===== config.mk =====
export PLATFORM = sky130hd
export DESIGN_NAME = lowmem_window_mapper
export DESIGN_NICKNAME = d
export VERILOG_FILES = /design/src/rtl/lowmem_window_pkg.sv /design/src/rtl/lowmem_window_ctrl.sv /design/src/rtl/lowmem_window_dp.sv /design/src/rtl/lowmem_window_mapper.sv
export SDC_FILE = /design/constraint.sdc
export NUM_CORES = 1
export LEC_CHECK = 0
export BUFFER_PORTS_ARGS = -buffer_cell sky130_fd_sc_hd__clkbuf_2
export CAP_MARGIN = 5
export CORE_MARGIN = 8
export CORE_UTILIZATION = 30
export DETAILED_ROUTE_END_ITERATION = 16
export GPL_TIMING_DRIVEN = 1
export PLACE_DENSITY_LB_ADDON = 0.05
export SYNTH_ARGS = -nofsm -noshare
export SYNTH_HDL_FRONTEND = slang
export SYNTH_HIERARCHICAL = 1
export SYNTH_SLANG_ARGS = --single-unit

===== constraint.sdc =====
create_clock -name clk -period 3.9 [get_ports clk]
set_input_delay 0.39 -clock clk [delete_from_list [all_inputs] [get_ports clk]]
set_output_delay 0.39 -clock clk [all_outputs]
set_load 0.02 [all_outputs]

===== src/rtl/lowmem_window_pkg.sv =====
package lowmem_window_pkg;
  localparam int SEL_COUNT = 2;
  localparam int PAGE_IDX  = 0;
  localparam int WIN_IDX   = 1;

  typedef struct packed {
    logic [SEL_COUNT-1:0] wrEn;
    logic                 rdIdx;
  } xlate_strobe_t;
endpackage


===== src/rtl/lowmem_window_ctrl.sv =====
module lowmem_window_ctrl
  import lowmem_window_pkg::*;
(
  input  logic          clk,
  input  logic          rstN,
  input  logic          cpuAddrHi,
  input  logic          regSelBit,
  input  logic          cpuRnW,
  input  logic          cpuPhi2,
  input  logic          ioSlotSel,
  output xlate_strobe_t strobe,
  output logic          ramEn
);
  logic phi2Q;
  logic phi2Fall;
  logic wrCycle;

  always_ff @(posedge clk or negedge rstN) begin
    if (!rstN) phi2Q <= 1'b0;
    else       phi2Q <= cpuPhi2;
  end

  assign phi2Fall = phi2Q & ~cpuPhi2;
  assign wrCycle  = phi2Fall & ioSlotSel & ~cpuRnW;

  for (genvar g = 0; g < SEL_COUNT; g++) begin : g_wr
    assign strobe.wrEn[g] = wrCycle & (regSelBit == 1'(g));
  end

  assign strobe.rdIdx = regSelBit;
  assign ramEn        = ~cpuAddrHi & cpuPhi2;

  // at most one selector written per cycle
  p_one_target_r6: assert property (@(posedge clk) disable iff (!rstN)
    $onehot0(strobe.wrEn));
  // a write only ever follows a falling phase-2 strobe
  p_write_on_fall_r6: assert property (@(posedge clk) disable iff (!rstN)
    (|strobe.wrEn) |-> $fell(cpuPhi2));
  // read cycles never write
  p_read_no_write_r7: assert property (@(posedge clk) disable iff (!rstN)
    cpuRnW |-> (strobe.wrEn == '0));
  // upper half never enables RAM
  p_upper_off_r9: assert property (@(posedge clk) disable iff (!rstN)
    cpuAddrHi |-> !ramEn);
endmodule


===== src/rtl/lowmem_window_dp.sv =====
module lowmem_window_dp
  import lowmem_window_pkg::*;
#(
  parameter int ADDR_W = 16,
  parameter int SEL_W  = 8,
  parameter int PAGE_W = 9,
  localparam int PHYS_W = SEL_W + PAGE_W,
  localparam int WIN_W  = ADDR_W - 1
) (
  input  logic              clk,
  input  logic              rstN,
  input  xlate_strobe_t     strobe,
  input  logic [ADDR_W-1:0] cpuAddr,
  input  logic [SEL_W-1:0]  cpuDataIn,
  output logic [PHYS_W-1:0] ramAddr,
  output logic [SEL_W-1:0]  regRdData
);
  logic [SEL_W-1:0]  selReg [SEL_COUNT];
  logic              inPageRegion;
  logic [PHYS_W-1:0] pagePhys;
  logic [PHYS_W-1:0] winBase;
  logic [PHYS_W-1:0] winPhys;

  for (genvar g = 0; g < SEL_COUNT; g++) begin : g_sel
    always_ff @(posedge clk or negedge rstN) begin
      if (!rstN)              selReg[g] <= '0;
      else if (strobe.wrEn[g]) selReg[g] <= cpuDataIn;
    end

    // written value lands in the addressed selector
    p_write_lands_r6: assert property (@(posedge clk) disable iff (!rstN)
      strobe.wrEn[g] |=> (selReg[g] == $past(cpuDataIn)));
    // selector holds without its write strobe
    p_hold_r7: assert property (@(posedge clk) disable iff (!rstN)
      !strobe.wrEn[g] |=> $stable(selReg[g]));
  end

  assign inPageRegion = (cpuAddr[WIN_W-1:PAGE_W] == '0);
  assign pagePhys     = {selReg[PAGE_IDX], cpuAddr[PAGE_W-1:0]};
  assign winBase      = {selReg[WIN_IDX], {PAGE_W{1'b0}}};
  assign winPhys      = winBase + PHYS_W'(cpuAddr[WIN_W-1:0]);

  always_comb begin
    if (inPageRegion) ramAddr = pagePhys;
    else              ramAddr = winPhys;
  end

  assign regRdData = selReg[strobe.rdIdx];

  // low offset bits pass straight through in the page region
  p_page_offset_r2: assert property (@(posedge clk) disable iff (!rstN)
    (!cpuAddr[ADDR_W-1] && inPageRegion) |-> (ramAddr[PAGE_W-1:0] == cpuAddr[PAGE_W-1:0]));
  // windows based at $C0 or below never wrap under their base
  p_no_wrap_r5: assert property (@(posedge clk) disable iff (!rstN)
    (!cpuAddr[ADDR_W-1] && !inPageRegion && selReg[WIN_IDX] <= SEL_W'(8'hC0))
      |-> (ramAddr >= winBase));
endmodule


===== src/rtl/lowmem_window_mapper.sv =====
module lowmem_window_mapper
  import lowmem_window_pkg::*;
#(
  parameter int ADDR_W = 16,
  parameter int SEL_W  = 8,
  parameter int PAGE_W = 9,
  localparam int PHYS_W = SEL_W + PAGE_W
) (
  input  logic              clk,
  input  logic              rstN,
  input  logic [ADDR_W-1:0] cpuAddr,
  input  logic [SEL_W-1:0]  cpuDataIn,
  input  logic              cpuRnW,
  input  logic              cpuPhi2,
  input  logic              ioSlotSel,
  output logic [PHYS_W-1:0] ramAddr,
  output logic              ramEn,
  output logic [SEL_W-1:0]  regRdData
);
  xlate_strobe_t strobe;

  lowmem_window_ctrl i_ctrl (
    .clk       (clk),
    .rstN      (rstN),
    .cpuAddrHi (cpuAddr[ADDR_W-1]),
    .regSelBit (cpuAddr[0]),
    .cpuRnW    (cpuRnW),
    .cpuPhi2   (cpuPhi2),
    .ioSlotSel (ioSlotSel),
    .strobe    (strobe),
    .ramEn     (ramEn)
  );

  lowmem_window_dp #(
    .ADDR_W (ADDR_W),
    .SEL_W  (SEL_W),
    .PAGE_W (PAGE_W)
  ) i_dp (
    .clk       (clk),
    .rstN      (rstN),
    .strobe    (strobe),
    .cpuAddr   (cpuAddr),
    .cpuDataIn (cpuDataIn),
    .ramAddr   (ramAddr),
    .regRdData (regRdData)
  );

  // RAM is enabled only inside phase 2
  p_en_in_phi2_r9: assert property (@(posedge clk) disable iff (!rstN)
    ramEn |-> cpuPhi2);
endmodule


======== Word-level counts from Yosys, hierarchy flattened ========
Index checks and enable logic that the tools add are counted.
storage, ports and cells
  bits in registers ....................... 17
  output and inout port bits .............. 26
operators by class
  bitwise operators ....................... 11
  order comparisons ....................... 1
  muxes and demuxes ....................... 4
  reductions and logical operators ........ 1
  add/sub/neg operators ................... 1
operator list
  cell                                                      number
  8-bit 2-to-1 mux                                          3
  17-bit by 15-bit adder with 17-bit output                 1
  17-bit 2-to-1 mux                                         1
  1-bit bitwise AND                                         6
  6-bit logical NOT                                         1
  1-bit inverter                                            4
  2-bit greater-or-equal comparator, second input constant  1
  1-bit inverter with 2-bit output                          1

======== Longest topological paths before layout ========
  word-level depth ........................ 5
  mapped depth ............................ 7
  depth with buffers taken out ............ 7

======== Cells and area by module ========
Netlist, hierarchy kept.
by module, submodules not included
  module              seq. area each (sq um)  instances  cells an instance  area an instance (sq um)
  lowmem_window_dp    400.4                   1          110                1,146.1
  lowmem_window_ctrl  25.0                    1          6                  70.1

======== Worst setup path before layout ========
Ideal clock, no wire load.
  path type ............................... input to output
  start point ............................. input port cpuAddr[9]
  end point ............................... output port ramAddr[15]
  path buffers ............................ 0
  path slack .............................. 1.616 ns
  arrival time ............................ 1.894 ns
  stages .................................. 7
  required time ........................... 3.510 ns
  cells stage by stage .................... ha_1 inv_1 fa_1 nor2b_1 o31a_1 o21a_1 o31ai_1
on the way
  word-level cells in the longest chain between the ends .. 2
ends and longest elaborated chain
  element                                                                                line                                            text
  start, declared                                                                        lowmem_window_mapper.sv:11                      input logic [ADDR_W-1:0] cpuAddr,
  17-bit by 15-bit adder with 17-bit output / 6-bit logical NOT (equally long branches)  lowmem_window_dp.sv:41, lowmem_window_dp.sv:38
  17-bit 2-to-1 mux *                                                                    lowmem_window_dp.sv:44                          if (inPageRegion) ramAddr = pagePhys;
  end, declared                                                                          lowmem_window_mapper.sv:16                      output logic [PHYS_W-1:0] ramAddr,
Every way passes the cells marked *; elsewhere a longest branch is shown, timed or not.

======== Final worst setup path ========
  start point ............................. register i_dp/selReg[0] in the netlist's numbering
  end point ............................... output port ramAddr[13]
on the way
  word-level cells in the longest chain between the ends .. 2
ends and longest elaborated chain
  element                                    line                    text
  start, declared                            lowmem_window_dp.sv:18  logic [SEL_W-1:0] selReg [SEL_COUNT];
  start signal, assigned by index            lowmem_window_dp.sv:27  else if (strobe.wrEn[g]) selReg[g] <= cpuDataIn;
  17-bit by 15-bit adder with 17-bit output  lowmem_window_dp.sv:41  assign winPhys = winBase + PHYS_W'(cpuAddr[WIN_W-1:0]);
  17-bit 2-to-1 mux                          lowmem_window_dp.sv:44
Every way passes these cells.

==> results.json <==
{
  "grt_pass1_wl_mm": 5.023,
  "ys.flop_type": "dfrtp_1",
  "place_ws_ns": 1.438,
  "start_util": 0.3085,
  "fmax_mhz": 398.7,
  "synth.area.mux_share": 0.2037,
  "p_switching_mw": 0.2876,
  "syn_nets": 152,
  "vias": 951,
  "synthXorXnorAreaFrac": 0.02160,
  "die_w_um": 79.67,
  "grt_max_degree": 18,
  "via_per_inst": 4.902,
  "grt_pass1_vias": 1044,
  "area_growth_pct": 16.97,
  "yosys.area_share.simple": 0.1358,
  "portBuffers": 38,
  "cp.required_ns": 3.51,
  "internal_power_mw": 0.4398,
  "worst_slew_pin_slew_ns": 1.166,
  "clock_path_buffers": 2,
  "crit_path_max_fanout": 3,
  "wl_per_cell_um": 15.91,
  "num_rows": 23,
  "regArea_um2": 425.4,
  "synth_top_family_by_area": "multiplexers",
  "drc": 0,
  "cts_buffers": 3,
  "dp_hpwl_mm": 2.524,
  "synth.most_common_cell": "mux2_2",
  "max_stage_delay_ns": 0.39,
  "nets": 181,
  "cp-endpoint": "ramAddr[13]",
  "synth_top_area_share": 0.3498,
  "post-route-period-util": 0.6431,
  "startpoint": "i_dp/selReg[0]",
  "gp_congestion": 0.7220,
  "synth_area_um2": 1216,
  "seq_power_share": 0.341,
  "gr-total-overflow": 0,
  "post_cts_buffers": 0,
  "clkTransAtPathRegs_ns": 0.07,
  "worstReg2RegStart": "i_ctrl/phi2Q",
  "drtPass1Iterations": 4,
  "ys_ff_latch": 17,
  "hold_viol": 0,
  "crit_path_start_kind": "flop",
  "power_leakage_nw": 0.6894,
  "rsz0062_at_grt": "false",
  "cp_slowest_cell": "fa_1",
  "clockRootBuffer": "clkbuf_8",
  "maxCapViolCount": 0,
  "groute.usage.overall": 0.1009,
  "antenna_found_initial": 0,
  "antenna_left": 0,
  "setup_slack_ns": 1.392,
  "pin_count": 55,
  "synth.avg_cell_area_um2": 10.48,
  "drt-initial-drc-count": 31,
  "ys_seq_area_frac": 0.3498,
  "crit_type": "flop to primary output",
  "cts.sinks": 17,
  "clockPowerShare": 0.184,
  "period_needed_ns": 2.508,
  "final_max_slew_viol_count": 0,
  "skew_ns": 0.003806,
  "placeableCoreArea_um2": 3943,
  "num_antenna_cells": 0,
  "synth_top_cell_by_area": "dfrtp_1",
  "insertion_delay_ns": 0.25,
  "crit_chain": "ha_1, inv_1, fa_1, nor2b_1, o21a_1, nor3_1, o31ai_1, clkbuf_2",
  "synth_compound_area_frac": 0.1235,
  "max-vdd-ir-drop_v": 0.0001570,
  "r2r_slack_ns": 2.01,
  "syn_inst": 116,
  "h-tree-depth": 1,
  "routed_wirelength_mm": 3.086,
  "ys_warn_count": 6,
  "hold_buffers": 0,
  "fillers": 403,
  "synth_cell_types": 32,
  "synth-edff-count": 0,
  "multiInputGateArea_um2": 684.4,
  "cts_resized": 0,
  "status": "finished, final reports clean",
  "dieArea_um2": 6347,
  "power.density_nw_per_um2": 511.3,
  "finalPower_mw": 0.7274,
  "tns_ns": 0,
  "sw_frac_of_total": 0.3953,
  "dp_cells": 190,
  "netlist_top_cells_area": "dfrtp_1 (35%), mux2_2 (20%), buf_4 (6.2%), ha_1 (6.2%), nand2_1 (2.8%)",
  "relSlewSlack": 0.2208,
  "setup_viol": 0,
  "hp-class": "input port to async pin",
  "p_comb_frac": 0.475,
  "cp-end-kind": "primary output",
  "worstPathArrival_ns": 2.12,
  "synthAdderAreaFrac": 0.07819,
  "timing.rr.end": "i_dp/selReg[0]",
  "layout-drive-gt1-share": 0.4792,
  "die_h_um": 79.67,
  "reg2reg_depth": 3,
  "cts_tree": "built",
  "async_reset_ff_frac": 1.000,
  "synth_top_cells_by_count": "mux2_2 (22), dfrtp_1 (17), buf_4 (10)",
  "final_cells": 194
}
## worst max-delay path: cells and delay by family (launching register included)
kind / cells / cell delay (ns)
flip-flops: 1 / 0.38
adder cells (fa/ha/maj): 2 / 0.60
AND/OR/NAND/NOR: 2 / 0.21
buffers and inverters: 2 / 0.28
AO/OA/AOI/OAI: 2 / 0.39
## kinds of logic (layout without fill, tap and decap cells)
logic type      count (synthesis)  after routing
buf+inv                        18             46
simple gates                   27             27
xor+xnor                        3              3
compound gates                 22             22
mux                            22             22
fa+ha+maj                       7              7
flops                          17             17
## per-stage QoR
stage                     instance area (um^2)  hold slack [ns]    util
final                                     1423          0.06969  0.3608
after detailed placement                  1378           0.3610  0.3494
after CTS                                 1423          0.08574  0.3608
after global routing                      1423          0.09708  0.3608
after floorplan                           1216          0.09441       -
after global placement                    1378           0.3580  0.3494
## state kept, by name, summed over array words and instances (netlist names)
name,count
i_dp/pagePhys,8
i_dp/selReg,8
i_ctrl/phi2Q,1
## cell type report
type                            count  area share
Timing Repair Buffer               38      0.1337
Multi-Input combinational cell     81      0.4811
Sequential cell                    17      0.2990
Clock buffer                        4     0.03166
Inverter                            4     0.01055
Tap cell                           50     0.04398
## worst min-delay path by stage
| stage | start | endpoint | slack (ns) |
|---|---|---|---|
| 2_1_floorplan | rstN | i_ctrl/phi2Q | 0.09 |
| 3_3_place_gp | rstN | i_dp/selReg[7] | 0.36 |
| 3_5_place_dp | rstN | i_dp/pagePhys[16] | 0.36 |
| 4_1_cts | rstN | i_dp/pagePhys[16] | 0.09 |
| 5_1_grt | rstN | i_dp/pagePhys[16] | 0.1 |
| 6_report | rstN | i_dp/pagePhys[16] | 0.07 |
## power groups by stage
stage          registers [mW]  clock network [mW]  logic [mW]
6_report                0.248               0.134       0.346
5_1_grt                 0.256               0.147       0.382
4_1_cts                 0.249               0.140       0.354
3_5_place_dp            0.252                   0       0.351
3_3_place_gp            0.252                   0       0.352
2_1_floorplan           0.240                   0       0.262
## routing by layer
layer  track usage  share of wire  vias up
li1              -              -      469
met1        0.1234           0.45      455
met2        0.1630           0.49       25
met3       0.03153          0.053        2
met4       0.03333         0.0042        0
met5             0              0        -
## layout by cell type, fill, tap and decap left out, types with 2 or more instances in the layout
master and count:
o31ai_1 2, dfrtp_1 17, nor2b_1 2, clkbuf_8 3, ha_1 6, xor2_1 3
a21oi_1 4, a31oi_1 2, nor2_1 4, inv_1 4, o21a_1 4, clkbuf_2 38
mux2_2 22, nor3_1 2, nand2_1 9, nor3_2 2, o21ai_0 3, a21o_1 3
No activity file was read; power rests on OpenSTA's default activity.
